==> config.mk <==
export PLATFORM = sky130hd
export DESIGN_NAME = cop_xact_seq
export DESIGN_NICKNAME = d
export VERILOG_FILES = /design/src/rtl/cxs_pkg.sv /design/src/rtl/cxs_irq_arb.sv /design/src/rtl/cxs_addr_chk.sv /design/src/rtl/cxs_burst.sv /design/src/rtl/cop_xact_seq.sv
export SDC_FILE = /design/constraint.sdc
export NUM_CORES = 1
export LEC_CHECK = 0
export ABC_AREA = 1
export CORE_UTILIZATION = 45
export CTS_CLUSTER_SIZE = 30
export DETAILED_ROUTE_END_ITERATION = 8
export DONT_BUFFER_PORTS = 1
export HOLD_SLACK_MARGIN = 0.12
export PLACE_DENSITY = 0.7
export SLEW_MARGIN = 25
export SYNTH_ARGS = -nofsm -noshare
export SYNTH_HDL_FRONTEND = slang
export SYNTH_SLANG_ARGS = --single-unit
==> constraint.sdc <==
create_clock -name clk -period 3.46 [get_ports clk]
set_input_delay 0.865 -clock clk [delete_from_list [all_inputs] [get_ports clk]]
set_output_delay 0.865 -clock clk [all_outputs]
set_load 0.01 [all_outputs]
==> src/rtl/cxs_pkg.sv <==
package cxs_pkg;

    typedef enum logic [2:0] {
        CLS_MOVE_TO   = 3'd0,
        CLS_MOVE_FROM = 3'd1,
        CLS_DATA_OP   = 3'd2,
        CLS_LOAD      = 3'd3,
        CLS_STORE     = 3'd4
    } xclass_e;

    typedef enum logic [2:0] {
        PH_NONE  = 3'd0,
        PH_FIRST = 3'd1,
        PH_BUSY  = 3'd2,
        PH_INTR  = 3'd3,
        PH_DATA  = 3'd4
    } phase_e;

    typedef enum logic [1:0] {
        RSP_DONE = 2'd0,
        RSP_BUSY = 2'd1,
        RSP_CANT = 2'd2,
        RSP_INC  = 2'd3
    } resp_e;

    typedef enum logic [1:0] {
        IC_RESET  = 2'd0,
        IC_FAST   = 2'd1,
        IC_NORMAL = 2'd2,
        IC_NONE   = 2'd3
    } icause_e;

    typedef enum logic [2:0] {
        ST_IDLE,
        ST_FIRST,
        ST_WAIT,
        ST_POLL,
        ST_INTR,
        ST_BEAT,
        ST_FIN
    } seq_state_e;

    typedef struct packed {
        logic undef;
        logic abort;
        logic intr;
    } status_t;

    localparam int FLAG_BITS = 4;

    function automatic logic is_mem_class(input logic [2:0] c);
        return (c == CLS_LOAD) || (c == CLS_STORE);
    endfunction

    function automatic logic [31:0] forced_flags32();
        logic [31:0] v;
        v = '0;
        v[31 -: FLAG_BITS] = '1;
        return v;
    endfunction

endpackage

==> src/rtl/cxs_irq_arb.sv <==
module cxs_irq_arb
    import cxs_pkg::*;
(
    input  logic    rst_req_n,
    input  logic    fiq,
    input  logic    fiq_mask,
    input  logic    irq,
    input  logic    irq_mask,
    output logic    pending,
    output icause_e cause
);
    logic [2:0] req_vec;

    assign req_vec = {irq & ~irq_mask, fiq & ~fiq_mask, ~rst_req_n};

    always_comb begin
        cause = IC_NONE;
        if (req_vec[0])      cause = IC_RESET;
        else if (req_vec[1]) cause = IC_FAST;
        else if (req_vec[2]) cause = IC_NORMAL;
    end

    assign pending = |req_vec;

    always_comb begin
        if (pending) begin
            a_r5_cause_valid : assert (cause != IC_NONE);
        end
    end
endmodule

==> src/rtl/cxs_addr_chk.sv <==
module cxs_addr_chk #(
    parameter int          ADDR_W     = 32,
    parameter int          ALIGN_BITS = 2,
    parameter logic [31:0] VEC_TOP    = 32'h20
) (
    input  logic [ADDR_W-1:0] addr,
    input  logic              is_mem,
    input  logic              is_store,
    output logic              bad
);
    logic misaligned;
    logic in_vectors;

    generate
        if (ALIGN_BITS > 0) begin : g_align
            assign misaligned = |addr[ALIGN_BITS-1:0];
        end else begin : g_noalign
            assign misaligned = 1'b0;
        end
    endgenerate

    assign in_vectors = (addr < ADDR_W'(VEC_TOP));
    assign bad = is_mem && (misaligned || (is_store && in_vectors));
endmodule

==> src/rtl/cxs_burst.sv <==
module cxs_burst #(
    parameter int ADDR_W    = 32,
    parameter int MAX_BEATS = 16,
    parameter int STEP      = 4
) (
    input  logic              clk,
    input  logic              rst,
    input  logic              load,
    input  logic [ADDR_W-1:0] base,
    input  logic              step,
    output logic [ADDR_W-1:0] addr,
    output logic              at_cap
);
    localparam int CNT_W = (MAX_BEATS > 1) ? $clog2(MAX_BEATS) : 1;
    localparam logic [CNT_W-1:0] LAST = CNT_W'(MAX_BEATS - 1);

    logic [CNT_W-1:0] beat_idx;

    always_ff @(posedge clk) begin
        if (rst) begin
            addr     <= '0;
            beat_idx <= '0;
        end else if (load) begin
            addr     <= base;
            beat_idx <= '0;
        end else if (step && !at_cap) begin
            addr     <= addr + ADDR_W'(STEP);
            beat_idx <= beat_idx + 1'b1;
        end
    end

    assign at_cap = (beat_idx == LAST);

    a_r12_beat_bound : assert property (@(posedge clk) disable iff (rst)
        (step && at_cap && !load) |=> $stable(beat_idx));
endmodule

==> src/rtl/cop_xact_seq.sv <==
module cop_xact_seq
    import cxs_pkg::*;
#(
    parameter int          DATA_W    = 32,
    parameter int          ADDR_W    = 32,
    parameter int          MAX_BEATS = 16,
    parameter logic [31:0] VEC_TOP   = 32'h20
) (
    input  logic              clk,
    input  logic              rst,
    input  logic              start,
    input  logic [2:0]        xclass,
    input  logic [31:0]       instr,
    input  logic [DATA_W-1:0] opnd,
    input  logic              rst_req_n,
    input  logic              fiq,
    input  logic              fiq_mask,
    input  logic              irq,
    input  logic              irq_mask,
    output logic              cp_req,
    output logic [2:0]        cp_phase,
    output logic [31:0]       cp_instr,
    output logic [DATA_W-1:0] cp_wdata,
    input  logic [1:0]        cp_resp,
    input  logic [DATA_W-1:0] cp_rdata,
    output logic              mem_req,
    output logic              mem_we,
    output logic [ADDR_W-1:0] mem_addr,
    output logic [DATA_W-1:0] mem_wdata,
    input  logic [DATA_W-1:0] mem_rdata,
    input  logic              mem_err,
    output logic              done,
    output logic              undef,
    output logic              abort,
    output logic              intr,
    output logic [1:0]        intr_cause,
    output logic [DATA_W-1:0] result
);
    localparam int BYTES      = DATA_W / 8;
    localparam int ALIGN_BITS = $clog2(BYTES);

    seq_state_e        state;
    logic [2:0]        cls_q;
    logic [31:0]       instr_q;
    logic [DATA_W-1:0] opnd_q;
    status_t           stat_q;
    logic [DATA_W-1:0] result_q;
    icause_e           cause_q;
    logic              memerr_q;

    logic              irq_pend;
    icause_e           irq_cause;
    logic              addr_bad;
    logic              burst_load;
    logic              burst_step;
    logic              burst_cap;
    logic [ADDR_W-1:0] burst_addr;
    phase_e            phase;
    resp_e             rsp;
    logic              cls_mem;
    logic              cls_store;

    assign rsp       = resp_e'(cp_resp);
    assign cls_mem   = is_mem_class(cls_q);
    assign cls_store = (cls_q == CLS_STORE);

    cxs_irq_arb u_arb (
        .rst_req_n (rst_req_n),
        .fiq       (fiq),
        .fiq_mask  (fiq_mask),
        .irq       (irq),
        .irq_mask  (irq_mask),
        .pending   (irq_pend),
        .cause     (irq_cause)
    );

    cxs_addr_chk #(
        .ADDR_W     (ADDR_W),
        .ALIGN_BITS (ALIGN_BITS),
        .VEC_TOP    (VEC_TOP)
    ) u_chk (
        .addr     (opnd[ADDR_W-1:0]),
        .is_mem   (is_mem_class(xclass)),
        .is_store (xclass == CLS_STORE),
        .bad      (addr_bad)
    );

    assign burst_load = (state == ST_IDLE) && start;
    assign burst_step = (state == ST_BEAT) && (rsp == RSP_INC);

    cxs_burst #(
        .ADDR_W    (ADDR_W),
        .MAX_BEATS (MAX_BEATS),
        .STEP      (BYTES)
    ) u_burst (
        .clk    (clk),
        .rst    (rst),
        .load   (burst_load),
        .base   (opnd[ADDR_W-1:0]),
        .step   (burst_step),
        .addr   (burst_addr),
        .at_cap (burst_cap)
    );

    // Sequencing
    always_ff @(posedge clk) begin
        if (rst) begin
            state    <= ST_IDLE;
            cls_q    <= '0;
            instr_q  <= '0;
            opnd_q   <= '0;
            stat_q   <= '0;
            result_q <= '0;
            cause_q  <= IC_NONE;
            memerr_q <= 1'b0;
        end else begin
            case (state)
                ST_IDLE: begin
                    if (start) begin
                        cls_q    <= xclass;
                        instr_q  <= instr;
                        opnd_q   <= opnd;
                        result_q <= '0;
                        cause_q  <= IC_NONE;
                        memerr_q <= 1'b0;
                        stat_q   <= '0;
                        if (addr_bad) begin
                            stat_q.abort <= 1'b1;
                            state        <= ST_FIN;
                        end else begin
                            state <= ST_FIRST;
                        end
                    end
                end
                ST_FIRST, ST_POLL: begin
                    case (rsp)
                        RSP_BUSY: state <= ST_WAIT;
                        RSP_CANT: begin
                            if (cls_mem) stat_q.abort <= 1'b1;
                            else         stat_q.undef <= 1'b1;
                            if (cls_q == CLS_MOVE_FROM)
                                result_q <= DATA_W'(forced_flags32());
                            state <= ST_FIN;
                        end
                        default: begin
                            if (cls_mem) begin
                                state <= ST_BEAT;
                            end else begin
                                if (cls_q == CLS_MOVE_FROM) result_q <= cp_rdata;
                                state <= ST_FIN;
                            end
                        end
                    endcase
                end
                ST_WAIT: begin
                    if (irq_pend) begin
                        cause_q <= irq_cause;
                        state   <= ST_INTR;
                    end else begin
                        state <= ST_POLL;
                    end
                end
                ST_INTR: begin
                    stat_q.intr <= 1'b1;
                    state       <= ST_FIN;
                end
                ST_BEAT: begin
                    memerr_q <= memerr_q | mem_err;
                    if (rsp == RSP_INC) begin
                        if (burst_cap) begin
                            stat_q.abort <= 1'b1;
                            state        <= ST_FIN;
                        end
                    end else begin
                        stat_q.abort <= memerr_q | mem_err | (rsp == RSP_CANT);
                        state        <= ST_FIN;
                    end
                end
                ST_FIN:  state <= ST_IDLE;
                default: state <= ST_IDLE;
            endcase
        end
    end

    // Request side
    always_comb begin
        case (state)
            ST_FIRST: phase = PH_FIRST;
            ST_POLL:  phase = PH_BUSY;
            ST_INTR:  phase = PH_INTR;
            ST_BEAT:  phase = PH_DATA;
            default:  phase = PH_NONE;
        endcase
    end

    assign cp_req   = (phase != PH_NONE);
    assign cp_phase = phase;
    assign cp_instr = instr_q;

    always_comb begin
        cp_wdata = '0;
        if ((state == ST_FIRST || state == ST_POLL) && cls_q == CLS_MOVE_TO)
            cp_wdata = opnd_q;
        else if (state == ST_BEAT && !cls_store)
            cp_wdata = mem_rdata;
    end

    assign mem_req   = (state == ST_BEAT);
    assign mem_we    = mem_req && cls_store;
    assign mem_addr  = mem_req ? burst_addr : '0;
    assign mem_wdata = mem_we ? cp_rdata : '0;

    // Completion side
    assign done       = (state == ST_FIN);
    assign undef      = done && stat_q.undef;
    assign abort      = done && stat_q.abort;
    assign intr       = done && stat_q.intr;
    assign intr_cause = (done && stat_q.intr) ? cause_q : 2'd0;
    assign result     = done ? result_q : '0;

    a_r2_first_after_start : assert property (@(posedge clk) disable iff (rst)
        (state == ST_IDLE && start && !addr_bad) |=> (cp_req && cp_phase == PH_FIRST));

    a_r3_gap_after_busy : assert property (@(posedge clk) disable iff (rst)
        (cp_req && (cp_phase == PH_FIRST || cp_phase == PH_BUSY) && cp_resp == RSP_BUSY)
        |=> (!cp_req && !done));

    a_r4_no_mem_on_intr : assert property (@(posedge clk) disable iff (rst)
        (cp_req && cp_phase == PH_INTR) |=> (done && !mem_req));

    a_r9_write_with_data : assert property (@(posedge clk) disable iff (rst)
        (mem_req && mem_we) |-> (cp_req && cp_phase == PH_DATA));

    a_r13_done_pulse : assert property (@(posedge clk) disable iff (rst)
        done |=> !done);

    a_r13_one_outcome : assert property (@(posedge clk) disable iff (rst)
        done |-> ($countones({undef, abort, intr}) <= 1));
endmodule

Word-level counts from Yosys, hierarchy flattened
Index checks and enable logic that the tools add are counted.
{"block": "totals", "output_inout_bits": 172, "wordCells": 125, "register_bits": 144, "input_bits": 142}
{"block": "classes", "magnitude_cmp": 1, "bitwise_logic": 7, "n_addsub": 2, "eq_ne": 24, "n_reduce_logical": 38, "muxes": 41}
{"cell": "32-bit 2-to-1 mux", "count": 11}
{"cell": "32-bit one-hot mux with 2 select lines", "count": 2}
{"cell": "32-bit by 3-bit adder with 32-bit output, second input constant", "count": 1}
{"cell": "32-bit by 6-bit < comparator with 1-bit output, second input constant", "count": 1}
{"cell": "3-bit 2-to-1 mux", "count": 6}
{"cell": "3-bit equality test, second input constant", "count": 5}
{"cell": "3-bit one-hot mux with 5 select lines", "count": 1}
{"cell": "2-bit 2-to-1 mux", "count": 7}
{"cell": "2-bit != test, second input constant", "count": 7}
{"cell": "3-bit by 2-bit equality test with 1-bit output, second input constant", "count": 4}
{"cell": "3-bit one-hot mux with 4 select lines", "count": 1}
{"cell": "1-bit logical AND", "count": 11}
{"cell": "5-bit AND reduction", "count": 2}
{"cell": "2-bit nonzero test", "count": 5}
{"cell": "2-bit AND reduction", "count": 4}
{"cell": "1-bit 2-to-1 mux", "count": 7}
{"cell": "3-bit by 1-bit equality test with 1-bit output, second input constant", "count": 2}
{"cell": "3-bit logical NOT", "count": 2}
{"cell": "1-bit one-hot mux with 2 select lines", "count": 3}
{"cell": "3-bit one-hot mux with 2 select lines", "count": 1}
{"cell": "3-bit nonzero test", "count": 2}
{"cell": "2-bit OR reduction", "count": 3}
{"cell": "4-bit by 1-bit adder with 4-bit output, second input constant", "count": 1}
{"cell": "2-bit equality test, second input constant", "count": 2}
{"cell": "other kinds (14)", "count": 22}

Depth between registers and ports, before layout
Gate-level depths: netlist of run 1.
{"block": "depth", "depth_word": 7, "mapped_depth": 10, "depth_no_buf": 10}

Modules after synthesis
A second synthesis of run 1 with hierarchy kept.
{"block": "unflattened", "hier_cells": 1297, "area_unflattened_um2": 8102.8}
{"mod": "cop_xact_seq", "instances": 1, "cells_per_inst": 860, "seq_area_each_um2": 2162.1, "area_per_inst_um2": 5540.3}
{"mod": "cxs_burst", "instances": 1, "cells_per_inst": 396, "seq_area_each_um2": 720.7, "area_per_inst_um2": 2394.8}
{"mod": "cxs_addr_chk", "instances": 1, "cells_per_inst": 32, "seq_area_each_um2": 0.0, "area_per_inst_um2": 127.6}
{"mod": "cxs_irq_arb", "instances": 1, "cells_per_inst": 9, "seq_area_each_um2": 0.0, "area_per_inst_um2": 40.0}

Worst setup path before layout of run 1
No wires, ideal clock.
{"block": "synth_path", "path_kind": "reg-to-output", "from": "reg state[1]", "to": "out result[10]", "path_stages_with_launch": 6, "t_arrival_ns": 1.408, "slack_ns": 1.187, "n_path_buf": 1, "required_time_ns": 2.595, "path_cell_list": "dfxtp_1 > inv_1 > nor3_1 > inv_2 > clkbuf_1 > nor2_1"}
{"block": "synth_via", "elab_chain_len": 2}
{"element": "start: declaration", "line_no": "cop_xact_seq.sv:42", "rtl": "seq_state_e state;"}
{"element": "start signal: assignment", "line_no": "cop_xact_seq.sv:108", "rtl": "state <= ST_IDLE;"}
{"element": "start signal: assignment", "line_no": "cop_xact_seq.sv:129", "rtl": "state <= ST_FIN;"}
{"element": "start signal: assignment", "line_no": "cop_xact_seq.sv:131", "rtl": "state <= ST_FIRST;"}
{"element": "3-bit equality test", "line_no": "cop_xact_seq.sv:214", "rtl": "assign done = (state == ST_FIN);"}
{"element": "net done", "line_no": "cop_xact_seq.sv:32", "rtl": "output logic done,"}
{"element": "32-bit 2-to-1 mux", "line_no": "cop_xact_seq.sv:219", "rtl": "assign result = done ? result_q : '0;"}
{"element": "end: declaration", "line_no": "cop_xact_seq.sv:37", "rtl": "output logic [DATA_W-1:0] result"}
The timed path passes the listed nets, and every way through them passes these cells.

Final worst setup path of run 1
{"block": "layout_path", "from": "reg state[2]", "to": "out cp_wdata[29]"}
{"block": "layout_via", "elab_chain_len": 4, "elab_cells_between_ends": 8, "cone_classes": "3 x eq/ne; 2 x mux; 3 x reduce/logical"}
{"element": "3-bit equality test, or another cell as far along", "line_no": "cop_xact_seq.sv:204", "rtl": "else if (state == ST_BEAT && !cls_store)"}
{"element": "1-bit logical AND or 1-bit logical OR (tied branches)", "line_no": "cop_xact_seq.sv:204, cop_xact_seq.sv:202"}
{"element": "32-bit 2-to-1 mux or 1-bit logical AND (tied branches)", "line_no": "cop_xact_seq.sv:204, cop_xact_seq.sv:202"}
{"element": "32-bit 2-to-1 mux *", "line_no": "cop_xact_seq.sv:202", "rtl": "if ((state == ST_FIRST || state == ST_POLL) && cls_q == CLS_MOVE_TO)"}
{"element": "end: declaration", "line_no": "cop_xact_seq.sv:23", "rtl": "output logic [DATA_W-1:0] cp_wdata,"}
Every way passes the cells marked *; elsewhere a longest branch is shown, timed or not.

==> results.json, run 1 <==
{
  "status": "finished clean",
  "crit_type": "reg2out",
  "core_um2": 15900,
  "skew_ns": 0.00962,
  "cp.depth": 6,
  "synth.distinct_cells": 37,
  "grt_antenna_before_repair": 0,
  "min_from": "opnd_q[2]",
  "layout-drive-gt1-share": 0.0626,
  "io_buffers": 0,
  "clk_path_buf_depth": 2,
  "die_x_um": 130,
  "p_per_area_nw_per_um2": 769,
  "worstHoldPathCells": 2,
  "worst_pin_slew_ns": 0.917,
  "drtPass1Iterations": 5,
  "r2r_start": "state[2]",
  "critPathTopFamily": "buffers and inverters",
  "p_sw_mw": 2.54,
  "worst-path-buf-inv": 2,
  "timing.slew.headroom": 0.388,
  "dieArea_um2": 16900,
  "seqCellArea_um2": 2880,
  "ctsHoldBuffers": 0,
  "synth_async_sr_flop_share": 0,
  "yosysWarnings": 0,
  "fin_crit_sh": 0.909,
  "wirelength_um": 21900,
  "power_frac_clock": 0.291,
  "numCtsBuffers": 17,
  "pre_cts_slack_ns": 0.758,
  "period_needed_ns": 3.15,
  "crit_fanout": 33,
  "ys_seq_area_frac": 0.391,
  "worst-r2r-cell-count": 9,
  "synth_common_cells": "228 x nor2_1, 171 x inv_1, 144 x dfxtp_1, 133 x nand2_1, 98 x o21ai_0",
  "cts_num_sinks": 144,
  "setup_viol": 0,
  "grt_setup_unrepaired": "no",
  "multi_input_area_um2": 3520,
  "pwr-share-seq": 0.389,
  "grt_pass1_vias": 6126,
  "htree_levels": 4,
  "grt.total_usage": 0.248,
  "wl_per_cell_um": 16.6,
  "switching_share": 0.411,
  "synth-seq-cells": 144,
  "max_stage_delay_ns": 0.69,
  "grt_pass1_wl_um": 31800,
  "synth_area_um2": 7380,
  "crit_chain": "inv_2 -> nor2_2 -> nand2_2 -> inv_1 -> nand3_1 -> o21ai_0",
  "cts_tree": "built",
  "num_vias": 7164,
  "critPathLaunchType": "register",
  "arrival_ns": 2.28,
  "rows": 46,
  "clock_latency_ns": 0.42,
  "r2r_slack_ns": 1.18,
  "syn-num-nets": 1269,
  "synth_ff_type": "dfxtp_1",
  "ir_drop_mv": 0.335,
  "drtAntennaViolNets": 0,
  "place.gp.congestion": 0.880,
  "root_buffer": "clkbuf_16",
  "gr-total-overflow": 0,
  "combPwrFrac": 0.320,
  "crit_path_end_kind": "primary output",
  "die_y_um": 130,
  "clk_pin_slew_ns": 0.06,
  "final_hold_viol_count": 0,
  "nets": 1238,
  "synth_most_common_cell": "nor2_1",
  "grt_max_degree": 66,
  "dp.final_hpwl_um": 16200,
  "remaining_drc_errors": 0,
  "avgSynthCellArea_um2": 6.58,
  "start_util": 0.463,
  "hp-class": "reg2reg",
  "antenna_cells": 0,
  "synthTopCellsByArea": "dfxtp_1 39%, nor2_1 12%, inv_1 8.7%, nand2_1 6.8%, o21ai_0 6.6%",
  "worstReg2RegEnd": "u_burst.addr[4]",
  "fill_cells": 1648,
  "cp.required_ns": 2.59,
  "syn_to_final_growth_pct": 8.87,
  "tns_ns": 0,
  "leakagePower_nw": 3.10,
  "drv_slew": 0,
  "cts_setup_buffers": 0,
  "synth_top_cell_area_share": 0.391,
  "io_pins": 314,
  "whs_endpoint": "opnd_q[2]",
  "p_int_mw": 3.64,
  "drt_iter0_markers": 635,
  "synth_edf_count": 0,
  "cts_resized": 0,
  "synth_top_cell_by_area": "dfxtp_1",
  "setup_ws_ns": 0.315,
  "synthCells": 1121,
  "cap_violations": 0,
  "avgViaCountPerCell": 5.43,
  "critPathSlowestCell": "inv_1",
  "fmax_ghz": 0.318
}
-- registers in the layout, indices dropped and copies added, names as in the netlist, 3 cells and up --
name and cells:
opnd_q 32, result_q 32, state 3, stat_q 3
cp_instr 32, u_burst.addr 32, cls_q 3, u_burst.beat_idx 4
-- power groups by stage --
stage	Combinational, mW	Clock [mW]	Sequential (mW)
floorplan	1.56	0	2.36
global placement	1.93	0	2.43
detailed placement	1.96	0	2.43
CTS	1.97	1.83	2.40
global route	2.24	1.89	2.45
finish	1.98	1.80	2.41
-- through the flow --
step	cells	utilization	hold WS (ns)	total power, mW	area [um^2]
2_1_floorplan	1121	-	0.436	3.93	7380
3_3_place_gp	1287	0.468	0.457	4.36	7450
3_5_place_dp	1287	0.468	0.459	4.39	7450
4_1_cts	1319	0.504	0.471	6.20	8030
5_1_grt	1319	0.504	0.489	6.58	8030
6_report	1319	0.504	0.469	6.18	8030
-- worst reg2reg max path, cell delays in order, from the launching register on --
cell,delay [ns]
dfxtp_1,0.40
inv_2,0.08
nor2_2,0.16
nand2_2,0.12
buf_4,0.26
nor2_2,0.18
inv_2,0.15
nand2_2,0.42
inv_2,0.18
a211oi_1,0.26
-- routing by layer --
metal	global-route usage	routed length (um)
met1	0.324	9430
met2	0.383	9870
met3	0.0754	2070
met4	0.0958	506
met5	0	0
-- layout by cell type, fill, tap and decap left out, drive strengths merged --
cell | netlist | layout
buf | 26 | 15
o22ai | 55 | 55
a31oi | 11 | 11
nand2 | 135 | 135
nor3b | 1 | 1
dfxtp | 144 | 144
nand3 | 85 | 85
nand2b | 1 | 1
clkbuf | 39 | 17
nand4 | 7 | 7
bufinv | 0 | 1
o211ai | 6 | 6
clkinvlp | 0 | 3
o221ai | 3 | 3
a21oi | 27 | 27
o21ai | 117 | 117
clkinv | 0 | 5
xor2 | 16 | 16
ha | 6 | 6
a22oi | 4 | 4
nor3 | 16 | 16
inv | 179 | 185
nor4 | 2 | 2
nor2 | 234 | 234
o21bai | 1 | 1
a211oi | 1 | 1
and3 | 3 | 3
o31ai | 2 | 2
-- how the worst max path moves through the flow --
stage	from	to	slack, ns
CTS	state[2]	cp_wdata[29]	0.31
global route	state[2]	cp_wdata[31]	0.004
global placement	state[2]	cp_wdata[28]	0.90
detailed placement	state[2]	cp_wdata[29]	0.76
finish	state[2]	cp_wdata[29]	0.31
floorplan	state[1]	result[10]	1.19
-- logic make-up (layout without fill, tap and decap cells) --
logic type	after synthesis	in the layout	synth area share
xor+xnor	16	16	0.0190
buf+inv	244	226	0.133
flops	144	144	0.391
compound gates	227	227	0.172
fa+ha+maj	6	6	0.0102
simple gates	484	484	0.274
-- layout make-up --
| class | instances | area share |
|---|---|---|
| sequential | 144 | 0.359 |
| multi-input combinational | 733 | 0.438 |
| timing repair buffer | 15 | 0.0140 |
| clock inverter | 15 | 0.0190 |
| clock buffer | 17 | 0.0530 |
| inverter | 179 | 0.0836 |
| tap | 216 | 0.0336 |
Note: power is estimated with default switching activity, not from simulation.
==> run 2: changes to the inputs <==
==> constraint.sdc (replaced) <==
create_clock -name clk -period 2.9 [get_ports clk]
set_input_delay 0.29 -clock clk [delete_from_list [all_inputs] [get_ports clk]]
set_output_delay 0.29 -clock clk [all_outputs]
set_load 0.01 [all_outputs]
==> results.json, run 2 (synthesis gave the netlist of run 1 again) <==
{
  "fin_crit_sh": 0.829,
  "timing.slew.headroom": 0.396,
  "use_met2": 0.425,
  "io_pins": 314,
  "drt_iter0_markers": 675,
  "grt_use_met3": 0.0783,
  "root_buffer": "clkbuf_16",
  "avgViaCountPerCell": 5.43,
  "grt_setup_unrepaired": "no",
  "grt_pass1_wl_um": 35200,
  "wirelength_um": 24000,
  "layout-drive-gt1-share": 0.0546,
  "remaining_drc_errors": 0,
  "antenna_cells": 0,
  "p_per_area_nw_per_um2": 868,
  "syn_to_final_growth_pct": 21.9,
  "leakagePower_nw": 3.50,
  "start_util": 0.463,
  "cp.required_ns": 2.61,
  "cap_violations": 0,
  "cts_num_sinks": 144,
  "drtAntennaViolNets": 0,
  "clk_path_buf_depth": 2,
  "crit_type": "reg2out",
  "skew_ns": 0.00700,
  "ir_drop_mv": 0.481,
  "critPathLaunchType": "register",
  "final_common_cell": "nor2_1",
  "die_x_um": 130,
  "drv_slew": 0,
  "cts_resized": 0,
  "core_um2": 15900,
  "grt_max_degree": 66,
  "setup_viol": 0,
  "tns_ns": 0,
  "place.gp.congestion": 0.916,
  "clock_latency_ns": 0.42,
  "cts_setup_buffers": 0,
  "dp.final_hpwl_um": 16200,
  "worst_pin_slew_ns": 0.905,
  "hp-class": "in2reg",
  "clk_pin_slew_ns": 0.06,
  "final_cell_mix": "228 x nor2_1, 170 x inv_1, 144 x dfxtp_1",
  "met1_usage": 0.346,
  "gr-total-overflow": 0,
  "grt_antenna_before_repair": 0,
  "numCtsBuffers": 17,
  "arrival_ns": 2.12,
  "grt-busiest-layer": "met2",
  "final_core_util": 0.564,
  "dieArea_um2": 16900,
  "period_needed_ns": 2.41,
  "nets": 1326,
  "wl_per_cell_um": 17.0,
  "crit_fanout": 32,
  "num_vias": 7628,
  "fmax_ghz": 0.416,
  "final_hold_viol_count": 0,
  "crit_path_end_kind": "primary output",
  "rows": 46,
  "grt.total_usage": 0.272,
  "status": "finished clean",
  "cts_tree": "built",
  "die_y_um": 130,
  "io_buffers": 0,
  "htree_levels": 4,
  "drtPass1Iterations": 5,
  "grt_pass1_vias": 6880
}
run 2: cell count changes in the layout (fill, tap and decap cells not counted), moves of 2 or more:
cell           before  now
bufinv_16           1    5
dlygate4sd3_1       0   89
inv_8               3    0
clkbuf_1            0    2
buf_4              15   13
run 2: layout make-up:
| cell class | count | area, um^2 |
|---|---|---|
| fillers | 1485 | 6950 |
| multi-input cells | 733 | 3520 |
| flip-flops and latches | 144 | 2880 |
| repair buffers | 103 | 1010 |
| inverters | 179 | 672 |
| clock buffers | 19 | 433 |
| well taps | 216 | 270 |
| clock inverters | 12 | 209 |
run 2: timing repair:
action                                  4_1_cts  5_1_grt
hold buffers                                 90        0
endpoints found under the hold margin       125        0
endpoints found under the setup margin        0        0
run 2: per-layer routing:
| layer | wire, um | vias to the layer above |
|---|---|---|
| met2 | 10900 | 398 |
| met1 | 10200 | 3472 |
| li1 | - | 3705 |
| met5 | 0 | - |
| met4 | 796 | 0 |
| met3 | 2070 | 53 |
run 2: metrics by stage:
stage          instance area (um^2)  std cells  worst slack, ns  hold WS [ns]  total power, mW
2_1_floorplan                  7380       1121             1.20         0.425             4.69
3_5_place_dp                   7440       1285            0.922         0.383             5.22
3_3_place_gp                   7440       1285            0.973         0.387             5.18
5_1_grt                        8990       1406            0.234         0.124             8.24
4_1_cts                        8990       1406            0.471         0.124             7.76
6_report                       8990       1406            0.494         0.128             7.80
run 2: final timing paths:
kind	from	endpoint	slack [ns]	cells past startpoint
setup / recovery	state[2]	mem_wdata[6]	0.49	6
hold / removal	cp_rdata[30]	result_q[30]	0.13	2
setup reg to reg	state[0]	result_q[6]	0.91	8
hold reg to reg	opnd_q[21]	opnd_q[21]	0.47	2
run 2: critical path, cell delays in order, from the launching register on:
cell     delay [ns]
dfxtp_1        0.40
inv_2          0.08
nor2_2         0.16
nand2_2        0.15
nor2_1         0.15
inv_1          0.39
nor2_1         0.36
run 2: where the power goes:
part | switching [mW] | internal (mW)
Sequential | 0.387 | 2.49
Clock | 0.894 | 1.53
Combinational | 1.78 | 0.721
Total | 3.06 | 4.74
